**config.mk**
```make
export PLATFORM = sky130hd
export DESIGN_NAME = steer_serializer
export DESIGN_NICKNAME = d
export VERILOG_FILES = /design/src/rtl/steer_pkg.sv /design/src/rtl/steer_word_timer.sv /design/src/rtl/steer_sequencer.sv /design/src/rtl/steer_word_builder.sv /design/src/rtl/steer_shifter.sv /design/src/rtl/steer_serializer.sv
export SDC_FILE = /design/constraint.sdc
export NUM_CORES = 1
export LEC_CHECK = 0
export ABC_AREA = 0
export BUFFER_PORTS_ARGS = -buffer_cell sky130_fd_sc_hd__buf_4
export CAP_MARGIN = 40
export CORE_ASPECT_RATIO = 0.5
export CORE_MARGIN = 1
export CORE_UTILIZATION = 40
export DETAILED_ROUTE_END_ITERATION = 8
export REMOVE_ABC_BUFFERS = 1
export SETUP_SLACK_MARGIN = 0.2
export SKIP_LAST_GASP = 1
export SYNTH_ARGS = -nofsm -noshare
export SYNTH_HDL_FRONTEND = slang
export SYNTH_SLANG_ARGS = --single-unit
```
**constraint.sdc**
```tcl
create_clock -name clk -period 7.3 [get_ports clk]
set_clock_uncertainty 0.15 [all_clocks]
set_input_delay 0.365 -clock clk [delete_from_list [all_inputs] [get_ports clk]]
set_output_delay 0.365 -clock clk [all_outputs]
set_load 0.03 [all_outputs]
```
**src/rtl/steer_pkg.sv**
```systemverilog
package steer_pkg;
   // Word kinds; the encoding is the type field sent on the line.
   typedef enum logic [1:0] {
      WK_SYNC   = 2'b00,
      WK_HIT    = 2'b01,
      WK_TIME   = 2'b10,
      WK_STATUS = 2'b11
   } word_kind_e;
endpackage

```
**src/rtl/steer_word_timer.sv**
```systemverilog
module steer_word_timer #(
   parameter int WORD_LEN = 11
) (
   input  logic clk,
   input  logic rst_n,
   output logic last_bit
);
   localparam int CNT_W = $clog2(WORD_LEN);
   localparam logic [CNT_W-1:0] LAST = CNT_W'(WORD_LEN - 1);

   logic [CNT_W-1:0] bit_cnt;

   always_ff @(posedge clk) begin
      if (!rst_n)               bit_cnt <= '0;
      else if (bit_cnt == LAST) bit_cnt <= '0;
      else                      bit_cnt <= bit_cnt + CNT_W'(1);
   end

   assign last_bit = (bit_cnt == LAST);

   AST_WORD_WRAP: assert property (@(posedge clk) disable iff (!rst_n)
      last_bit |=> (bit_cnt == '0));
endmodule

```
**src/rtl/steer_sequencer.sv**
```systemverilog
module steer_sequencer
   import steer_pkg::*;
#(
   parameter int N_TIME  = 3,
   parameter int N_WORDS = 11
) (
   input  logic                       clk,
   input  logic                       rst_n,
   input  logic                       last_bit,
   input  logic                       fifo_empty,
   output logic                       pop,
   output word_kind_e                 nxt_kind,
   output logic [$clog2(N_WORDS)-1:0] nxt_idx
);
   localparam int IDX_W = $clog2(N_WORDS);
   localparam logic [IDX_W-1:0] LAST_IDX = IDX_W'(N_WORDS - 1);

   word_kind_e       cur_kind;
   logic [IDX_W-1:0] cur_idx;
   logic [IDX_W-1:0] inc_idx;

   assign inc_idx = cur_idx + IDX_W'(1);

   always_comb begin
      nxt_kind = cur_kind;
      nxt_idx  = cur_idx;
      pop      = 1'b0;
      unique case (cur_kind)
         WK_SYNC: begin
            nxt_idx = '0;
            if (!fifo_empty) begin
               nxt_kind = WK_TIME;
               pop      = last_bit;
            end else begin
               nxt_kind = WK_STATUS;
            end
         end
         WK_STATUS: begin
            nxt_kind = WK_SYNC;
            nxt_idx  = '0;
         end
         default: begin
            if (cur_idx == LAST_IDX) begin
               nxt_kind = WK_SYNC;
               nxt_idx  = '0;
            end else begin
               nxt_idx  = inc_idx;
               nxt_kind = (inc_idx < IDX_W'(N_TIME)) ? WK_TIME : WK_HIT;
            end
         end
      endcase
   end

   always_ff @(posedge clk) begin
      if (!rst_n) begin
         cur_kind <= WK_SYNC;
         cur_idx  <= '0;
      end else if (last_bit) begin
         cur_kind <= nxt_kind;
         cur_idx  <= nxt_idx;
      end
   end

   AST_POP_NONEMPTY: assert property (@(posedge clk) disable iff (!rst_n)
      pop |-> !fifo_empty);
   AST_FRAME_AFTER_SYNC: assert property (@(posedge clk) disable iff (!rst_n)
      pop |=> (cur_kind == WK_TIME && cur_idx == '0));
   AST_IDLE_ALTERNATE: assert property (@(posedge clk) disable iff (!rst_n)
      (last_bit && cur_kind == WK_STATUS) |=> (cur_kind == WK_SYNC));
   AST_FRAME_END_SYNC: assert property (@(posedge clk) disable iff (!rst_n)
      (last_bit && cur_kind == WK_HIT && cur_idx == LAST_IDX) |=> (cur_kind == WK_SYNC));
endmodule

```
**src/rtl/steer_word_builder.sv**
```systemverilog
module steer_word_builder
   import steer_pkg::*;
#(
   parameter int SNAP_W  = 88,
   parameter int BYTE_W  = 8,
   parameter int N_WORDS = 11
) (
   input  logic                       clk,
   input  logic                       rst_n,
   input  logic                       pop,
   input  word_kind_e                 nxt_kind,
   input  logic [$clog2(N_WORDS)-1:0] nxt_idx,
   input  logic [SNAP_W-1:0]          fifo_rd_data,
   input  logic [BYTE_W-1:0]          status_flags,
   output logic [BYTE_W+2:0]          word
);
   localparam int IDX_W = $clog2(N_WORDS);

   logic [SNAP_W-1:0] snap;
   logic [SNAP_W-1:0] src;
   logic [BYTE_W-1:0] byte_arr [N_WORDS];
   logic [BYTE_W-1:0] data;

   always_ff @(posedge clk) begin
      if (!rst_n)   snap <= '0;
      else if (pop) snap <= fifo_rd_data;
   end

   // The first frame word is built straight from the FIFO head.
   assign src = pop ? fifo_rd_data : snap;

   for (genvar g = 0; g < N_WORDS; g++) begin : g_slice
      assign byte_arr[g] = src[SNAP_W-1-g*BYTE_W -: BYTE_W];
   end

   always_comb begin
      data = '0;
      unique case (nxt_kind)
         WK_SYNC:   data = '0;
         WK_STATUS: data = status_flags;
         default: begin
            for (int i = 0; i < N_WORDS; i++)
               if (nxt_idx == IDX_W'(i)) data = byte_arr[i];
         end
      endcase
   end

   assign word = {1'b1, data, nxt_kind};
endmodule

```
**src/rtl/steer_shifter.sv**
```systemverilog
module steer_shifter #(
   parameter int WORD_LEN = 11
) (
   input  logic                clk,
   input  logic                rst_n,
   input  logic                load,
   input  logic [WORD_LEN-1:0] word,
   output logic                ser_out
);
   localparam logic [WORD_LEN-1:0] SYNC_WORD = {1'b1, {(WORD_LEN-1){1'b0}}};

   logic [WORD_LEN-1:0] sr;

   always_ff @(posedge clk) begin
      if (!rst_n)    sr <= SYNC_WORD;
      else if (load) sr <= word;
      else           sr <= {sr[WORD_LEN-2:0], 1'b0};
   end

   assign ser_out = sr[WORD_LEN-1];

   AST_LEAD_ONE: assert property (@(posedge clk) disable iff (!rst_n)
      load |=> ser_out);
endmodule

```
**src/rtl/steer_serializer.sv**
```systemverilog
module steer_serializer
   import steer_pkg::*;
#(
   parameter int TS_W   = 24,
   parameter int HIT_W  = 64,
   parameter int BYTE_W = 8
) (
   input  logic                    clk,
   input  logic                    rst_n,
   input  logic                    fifo_empty,
   input  logic [TS_W+HIT_W-1:0]   fifo_rd_data,
   output logic                    fifo_rd_en,
   input  logic [BYTE_W-1:0]       status_flags,
   output logic                    ser_out
);
   localparam int SNAP_W   = TS_W + HIT_W;
   localparam int N_TIME   = TS_W / BYTE_W;
   localparam int N_WORDS  = SNAP_W / BYTE_W;
   localparam int WORD_LEN = BYTE_W + 3;
   localparam int IDX_W    = $clog2(N_WORDS);

   if (TS_W % BYTE_W != 0) begin : g_bad_ts
      $error("TS_W must be a whole number of bytes");
   end
   if (HIT_W % BYTE_W != 0) begin : g_bad_hit
      $error("HIT_W must be a whole number of bytes");
   end
   if (N_TIME < 1 || HIT_W < BYTE_W) begin : g_bad_frame
      $error("frame needs at least one Time and one Hit word");
   end

   logic              last_bit;
   logic              pop;
   word_kind_e        nxt_kind;
   logic [IDX_W-1:0]  nxt_idx;
   logic [WORD_LEN-1:0] word;

   steer_word_timer #(.WORD_LEN(WORD_LEN)) u_timer (
      .clk(clk), .rst_n(rst_n), .last_bit(last_bit));

   steer_sequencer #(.N_TIME(N_TIME), .N_WORDS(N_WORDS)) u_seq (
      .clk(clk), .rst_n(rst_n), .last_bit(last_bit), .fifo_empty(fifo_empty),
      .pop(pop), .nxt_kind(nxt_kind), .nxt_idx(nxt_idx));

   steer_word_builder #(.SNAP_W(SNAP_W), .BYTE_W(BYTE_W), .N_WORDS(N_WORDS)) u_build (
      .clk(clk), .rst_n(rst_n), .pop(pop), .nxt_kind(nxt_kind), .nxt_idx(nxt_idx),
      .fifo_rd_data(fifo_rd_data), .status_flags(status_flags), .word(word));

   steer_shifter #(.WORD_LEN(WORD_LEN)) u_shift (
      .clk(clk), .rst_n(rst_n), .load(last_bit), .word(word), .ser_out(ser_out));

   assign fifo_rd_en = pop;

   AST_RESET_QUIET: assert property (@(posedge clk)
      !rst_n |=> (!rst_n |-> (ser_out && !fifo_rd_en)));
endmodule

```
# ---- Word level (Yosys, flattened, before mapping)
# Index checks and enable logic that the tools add are counted.
dict set report totals {
  ff_bits 109
  elab_cells 53
  inputBits 99
  out_inout_bits 2
}
dict set report op_classes {
  n_eq_ne 14
  magnitude_cmp 1
  reduce_logical 6
  addsub 2
  muxes 22
  bitwise_logic 1
}
# operator count
set op_table {}
lappend op_table {{$mux 8} 11}
lappend op_table {{$mux 88} 1}
lappend op_table {{$eq 4x4->1 const B} 5}
lappend op_table {{$eq 4x3->1 const B} 4}
lappend op_table {{$pmux 8 s2} 1}
lappend op_table {{$mux 10} 1}
lappend op_table {{$add 4x1->4 const B} 2}
lappend op_table {{$eq 4x2->1 const B} 2}
lappend op_table {{$mux 4} 2}
lappend op_table {{$eq 2x2->1 const B} 2}
lappend op_table {{$eq 4x1->1 const B} 1}
lappend op_table {{$logic_not 2->1} 2}
lappend op_table {{$logic_not 4->1} 1}
lappend op_table {{$lt 4x2->1 const B} 1}
lappend op_table {{$mux 2} 2}
lappend op_table {{$pmux 2 s2} 1}
lappend op_table {{$reduce_or 2->1} 2}
lappend op_table {{$mux 1} 3}
lappend op_table {{$reduce_and 2->1} 1}
lappend op_table {{$not 1->1} 1}

# ---- Longest topological paths before layout
dict set report depth {
  depth_word 17
  ltp_mapped 12
}

# ---- Hierarchy
# A second synthesis with hierarchy kept.
dict set report unflattened {
  cells_unflattened 544
  area_unflattened_um2 5337.6
}
# module n_inst cells_each seq_area_each_um2 area_per_inst_um2
set modules_own_cells {}
lappend modules_own_cells {steer_word_builder 1 434 1761.7 4287.9}
lappend modules_own_cells {steer_sequencer 1 57 120.1 465.4}
lappend modules_own_cells {steer_shifter 1 34 220.2 402.9}
lappend modules_own_cells {steer_word_timer 1 19 80.1 181.4}

# ---- Worst setup path after synthesis
# Ideal clock, no wire load.
dict set report synth_timing {
  path_kind {flip-flop to flip-flop}
  from {register u_seq.cur_idx[1]}
  to {register u_shift.sr[2]}
  n_path_buf 1
  setup_ns 0.063
  period_less_slack_ns 2.895
  arrival_ns 2.682
  path_stages_with_launch 12
  path_slack_ns 4.405
  cell_sequence {dfxtp_1 -> ha_1 -> and2_1 -> a21oi_1 -> o22a_1 -> buf_2 -> o21bai_1 -> nand2_1 -> ha_1 -> nor3b_1 -> a22oi_1 -> nand3_1}
}
dict set report synth_via {
  elab_cells_between_ends 34
  cone_classes {1 x add/sub; 1 x order compare; 12 x eq/ne; 18 x mux; 2 x reduce/logical}
}
# element line
set synth_lines {}
lappend synth_lines {{from (decl)} steer_sequencer.sv:19} ;# logic [IDX_W-1:0] cur_idx;
lappend synth_lines {{from (signal assigned)} steer_sequencer.sv:60} ;# cur_idx <= nxt_idx;
lappend synth_lines {{$add 4x1->4} steer_sequencer.sv:22} ;# assign inc_idx = cur_idx + IDX_W'(1);
lappend synth_lines {{$lt 4x2->1} steer_sequencer.sv:48} ;# nxt_kind = (inc_idx < IDX_W'(N_TIME)) ? WK_TIME : WK_HIT;
lappend synth_lines {{$mux 2} steer_sequencer.sv:48}
lappend synth_lines {{$mux 2 *} steer_sequencer.sv:43} ;# if (cur_idx == LAST_IDX) begin
lappend synth_lines {{$pmux 2 s2 *} steer_sequencer.sv:28} ;# unique case (cur_kind)
lappend synth_lines {{net nxt_kind[0]} steer_serializer.sv:34} ;# word_kind_e nxt_kind;
lappend synth_lines {{$eq 2x2->1 or $logic_not 2->1 (tied branches)} steer_word_builder.sv:38} ;# unique case (nxt_kind)
lappend synth_lines {{$pmux 8 s2 *} steer_word_builder.sv:38}
lappend synth_lines {{$mux 10 *} steer_shifter.sv:16} ;# else if (load) sr <= word;
lappend synth_lines {{to (signal assigned)} steer_shifter.sv:16}
lappend synth_lines {{to (signal assigned)} steer_shifter.sv:17} ;# else sr <= {sr[WORD_LEN-2:0], 1'b0};
lappend synth_lines {{to (decl)} steer_shifter.sv:12} ;# logic [WORD_LEN-1:0] sr;
# The timed path passes the listed nets; every way through them passes the cells marked *.
# A chain may end at the register's enable or synchronous reset.

# ---- Final worst setup path
dict set report layout_timing {
  from {register u_seq.cur_idx[0]}
  to {register u_shift.sr[6]}
}
# Same word-level chain as after synthesis.

==> results_dict.tcl <==
set metrics [dict create \
    synth_adder_area_share 0.0160 \
    min_path_type "input port to flop" \
    drc 0 \
    cts.sinks 109 \
    p_leak_nw 2.94 \
    hold_viol 0 \
    fmax_ghz 0.250 \
    finalWeightedCongestion 0.900 \
    start_util 0.421 \
    total_power_mw 1.17 \
    rrSetupSlack_ns 3.30 \
    core-area_um2 13000 \
    fin_ws_ns 3.30 \
    timing.final.crit_share 0.548 \
    async_flop_share 0 \
    grt_first_pass_wirelength_um 23400 \
    root_buffer "clkbuf_16" \
    dieArea_um2 14200 \
    dieWidth_um 167 \
    arrival_ns 4.14 \
    h-tree-depth 3 \
    synth_compound_area_frac 0.196 \
    numCtsBuffers 9 \
    maxSlewViolCount 0 \
    yosys.area.top_type_share 0.399 \
    syn_inst 573 \
    p_per_area_nw_per_um2 178 \
    drt_iter0_markers 324 \
    post_drt_wl_per_cell_um 18.0 \
    synth_cell_type_count 61 \
    ys_seq_area_frac 0.399 \
    synth_seq_cells 109 \
    pin_count 101 \
    holdBufCountCts 0 \
    fin_setup_tns_ns 0 \
    final_cells 826 \
    outcome "completed" \
    grt_overflow 0 \
    ys.flop_type "dfxtp_1" \
    post_cts_buffers 0 \
    synthToLayoutAreaGrowth_pct 20.4 \
    antenna_cells 0 \
    worstMarginPinSlew_ns 0.916 \
    synth.area.mux_share 0.127 \
    yosys_warnings 0 \
    synth_edf_count 0 \
    synth_top_family_by_area "simple AND/OR/NAND/NOR gates" \
    die_h_um 84.7 \
    grt_max_degree 93 \
    layout.nets 757 \
    critical_path_class "flop to flop" \
    io_buffers 100 \
    place_ws_ns 3.47 \
    ant_nets 0 \
    synth_xor_area_frac 0.00481 \
    clk_pin_slew_ns 0.08 \
    synth-simple-area-share 0.210 \
    vias 4612 \
    synth_top_cell_by_area "dfxtp_1" \
    syn_avg_cell_area_um2 9.54 \
    clk_latency_ns 0.36 \
    rsz0062_at_grt "no" \
    max-slew-margin-rel 0.389 \
    synthTopCellsByArea "dfxtp_1 40%, mux2i_1 8.8%, nor2b_1 6.0%" \
    post_cts_resized 0 \
    vias_per_cell 5.58 \
    antenna_found_initial 0 \
    netlist_area_um2 5470 \
    crit_path_start_kind "flop" \
    setup_viol 0 \
    crit_path_top_delay_cell "nor4_1" \
    worstPathCellList "ha_1 -> and2_1 -> a21oi_1 -> o22a_1 -> o21bai_1 -> nand2_1 -> ha_1 -> nand3_1 -> nor4_1 -> o31ai_1 -> nand3_1" \
    cts_tree "yes" \
    drive_above_1_share 0.224 \
    drtPass1Iterations 4 \
    ir_worst_vdd_v 0.000123 \
    cp_slowest_stage_delay_ns 0.84 \
    min_period_ns 4.00 \
    crit_required_ns 7.44 \
    routed_wl_um 14900 \
    cap_viol_max_count 0 \
    placed_cells 810 \
    clk_path_buf_depth 2 \
    path_max_fanout 16 \
    grt_pass1_vias 4363 \
    dp_hpwl_um 10500 \
    rows 29 \
    cp-end-kind "flop" \
    grt_use_total 0.211 \
]
final cells by class:
cell class | count | area (um^2)
clock buffer | 9 | 225
clock inverter | 7 | 87.6
fill | 1248 | 6410
inverter | 6 | 22.5
multi-input combinational | 416 | 3030
sequential | 109 | 2180
tap | 170 | 213
timing repair buffer | 109 | 825
synth_stat cells, drive strengths merged, types with 2 or more instances:
master and n:
o221ai 16, o32ai 9, nand2 61, and3 26, nor4 9, nor3b 2, nand3 11, o21bai 2
buf 24, mux2i 48, clkbuf 18, nand3b 2, nor2 16, o31ai 8, and2 19, a2111oi 24
a22o 8, ha 7, o21ai 10, dfxtp 109, o211ai 9, a22oi 8, a21o 3, inv 6
o2111ai 2, xnor2 2, a21oi 3, a21boi 25, nand2b 4, mux2 16, nor2b 52
layer usage:
| metal | track usage | part of all wire |
|---|---|---|
| met1 | 0.313 | 0.51 |
| met4 | 0.0417 | 0.0075 |
| met3 | 0.0396 | 0.058 |
| met2 | 0.316 | 0.42 |
| met5 | 0 | 0 |
path summary, 6_finish.rpt:
kind,startpoint,end,cells past startpoint
setup / recovery,u_seq.cur_idx[0],u_shift.sr[6],11
hold / removal,status_flags[6],u_shift.sr[8],3
setup reg to reg,u_seq.cur_idx[0],u_shift.sr[6],11
hold reg to reg,u_shift.sr[9],u_shift.sr[10],1
sequential cells by signal, indices dropped and copies added, names as in the netlist:
name             cells
u_seq.cur_kind       2
u_seq.cur_idx        4
u_timer.bit_cnt      4
u_shift.sr          11
u_build.snap        88
power by group:
part	leakage [nW]	switching, mW	total [mW]	internal (mW)
combinational	1.91	0.0254	0.0680	0.0427
sequential	0.878	0.00139	0.597	0.596
clock	0.154	0.261	0.509	0.248
total	2.94	0.288	1.17	0.886
layout by cell type (no fill, tap or decap), types with 3 or more instances in the layout:
cell | synthesis | routed
dfxtp_1 | 109 | 109
buf_4 | 7 | 104
nand2_1 | 59 | 59
nor2b_1 | 52 | 52
mux2i_1 | 48 | 48
and3_1 | 26 | 26
a21boi_0 | 24 | 24
a2111oi_0 | 24 | 24
and2_1 | 19 | 19
nor2_1 | 16 | 16
o221ai_1 | 16 | 16
nand3_1 | 11 | 11
mux2_4 | 9 | 9
clkbuf_16 | 0 | 9
a22oi_1 | 8 | 8
o32ai_1 | 8 | 8
nor4_1 | 8 | 8
o211ai_1 | 8 | 8
a22o_1 | 8 | 8
o31ai_1 | 8 | 8
o21ai_0 | 7 | 7
ha_1 | 7 | 7
inv_1 | 5 | 5
nand2b_1 | 4 | 4
mux2_2 | 4 | 4
a21oi_1 | 3 | 3
mux2_1 | 3 | 3
a21o_1 | 3 | 3
inv_8 | 0 | 3
clkinv_8 | 0 | 3
buf_1 | 3 | 3
metrics by stage:
stage                     cell area [um^2]  hold slack, ns  utilization
after floorplan                       5230           0.236            -
after detailed placement              6270           0.268        0.483
after global placement                6210           0.274        0.478
final                                 6580          0.0921        0.507
after CTS                             6580          0.0841        0.507
after global routing                  6580          0.0937        0.507
kinds of logic (layout without fill, tap and decap cells):
| logic type | count (synthesis) | in the layout |
|---|---|---|
| buffers and inverters | 48 | 131 |
| adders and majority gates | 7 | 7 |
| muxes | 64 | 64 |
| AOI/OAI and AO/OA | 131 | 131 |
| xor gates and xnor gates | 3 | 3 |
| and+or+nand+nor | 211 | 211 |
| DFF | 109 | 109 |
worst max-delay path: cells and delay by family, from the launching register on:
family          cells  cell delay [ns]
simple gates        5             1.48
compound gates      4             0.92
flops               1             0.70
fa+ha+maj           2             0.67
No activity file was read; power rests on OpenSTA's default activity.
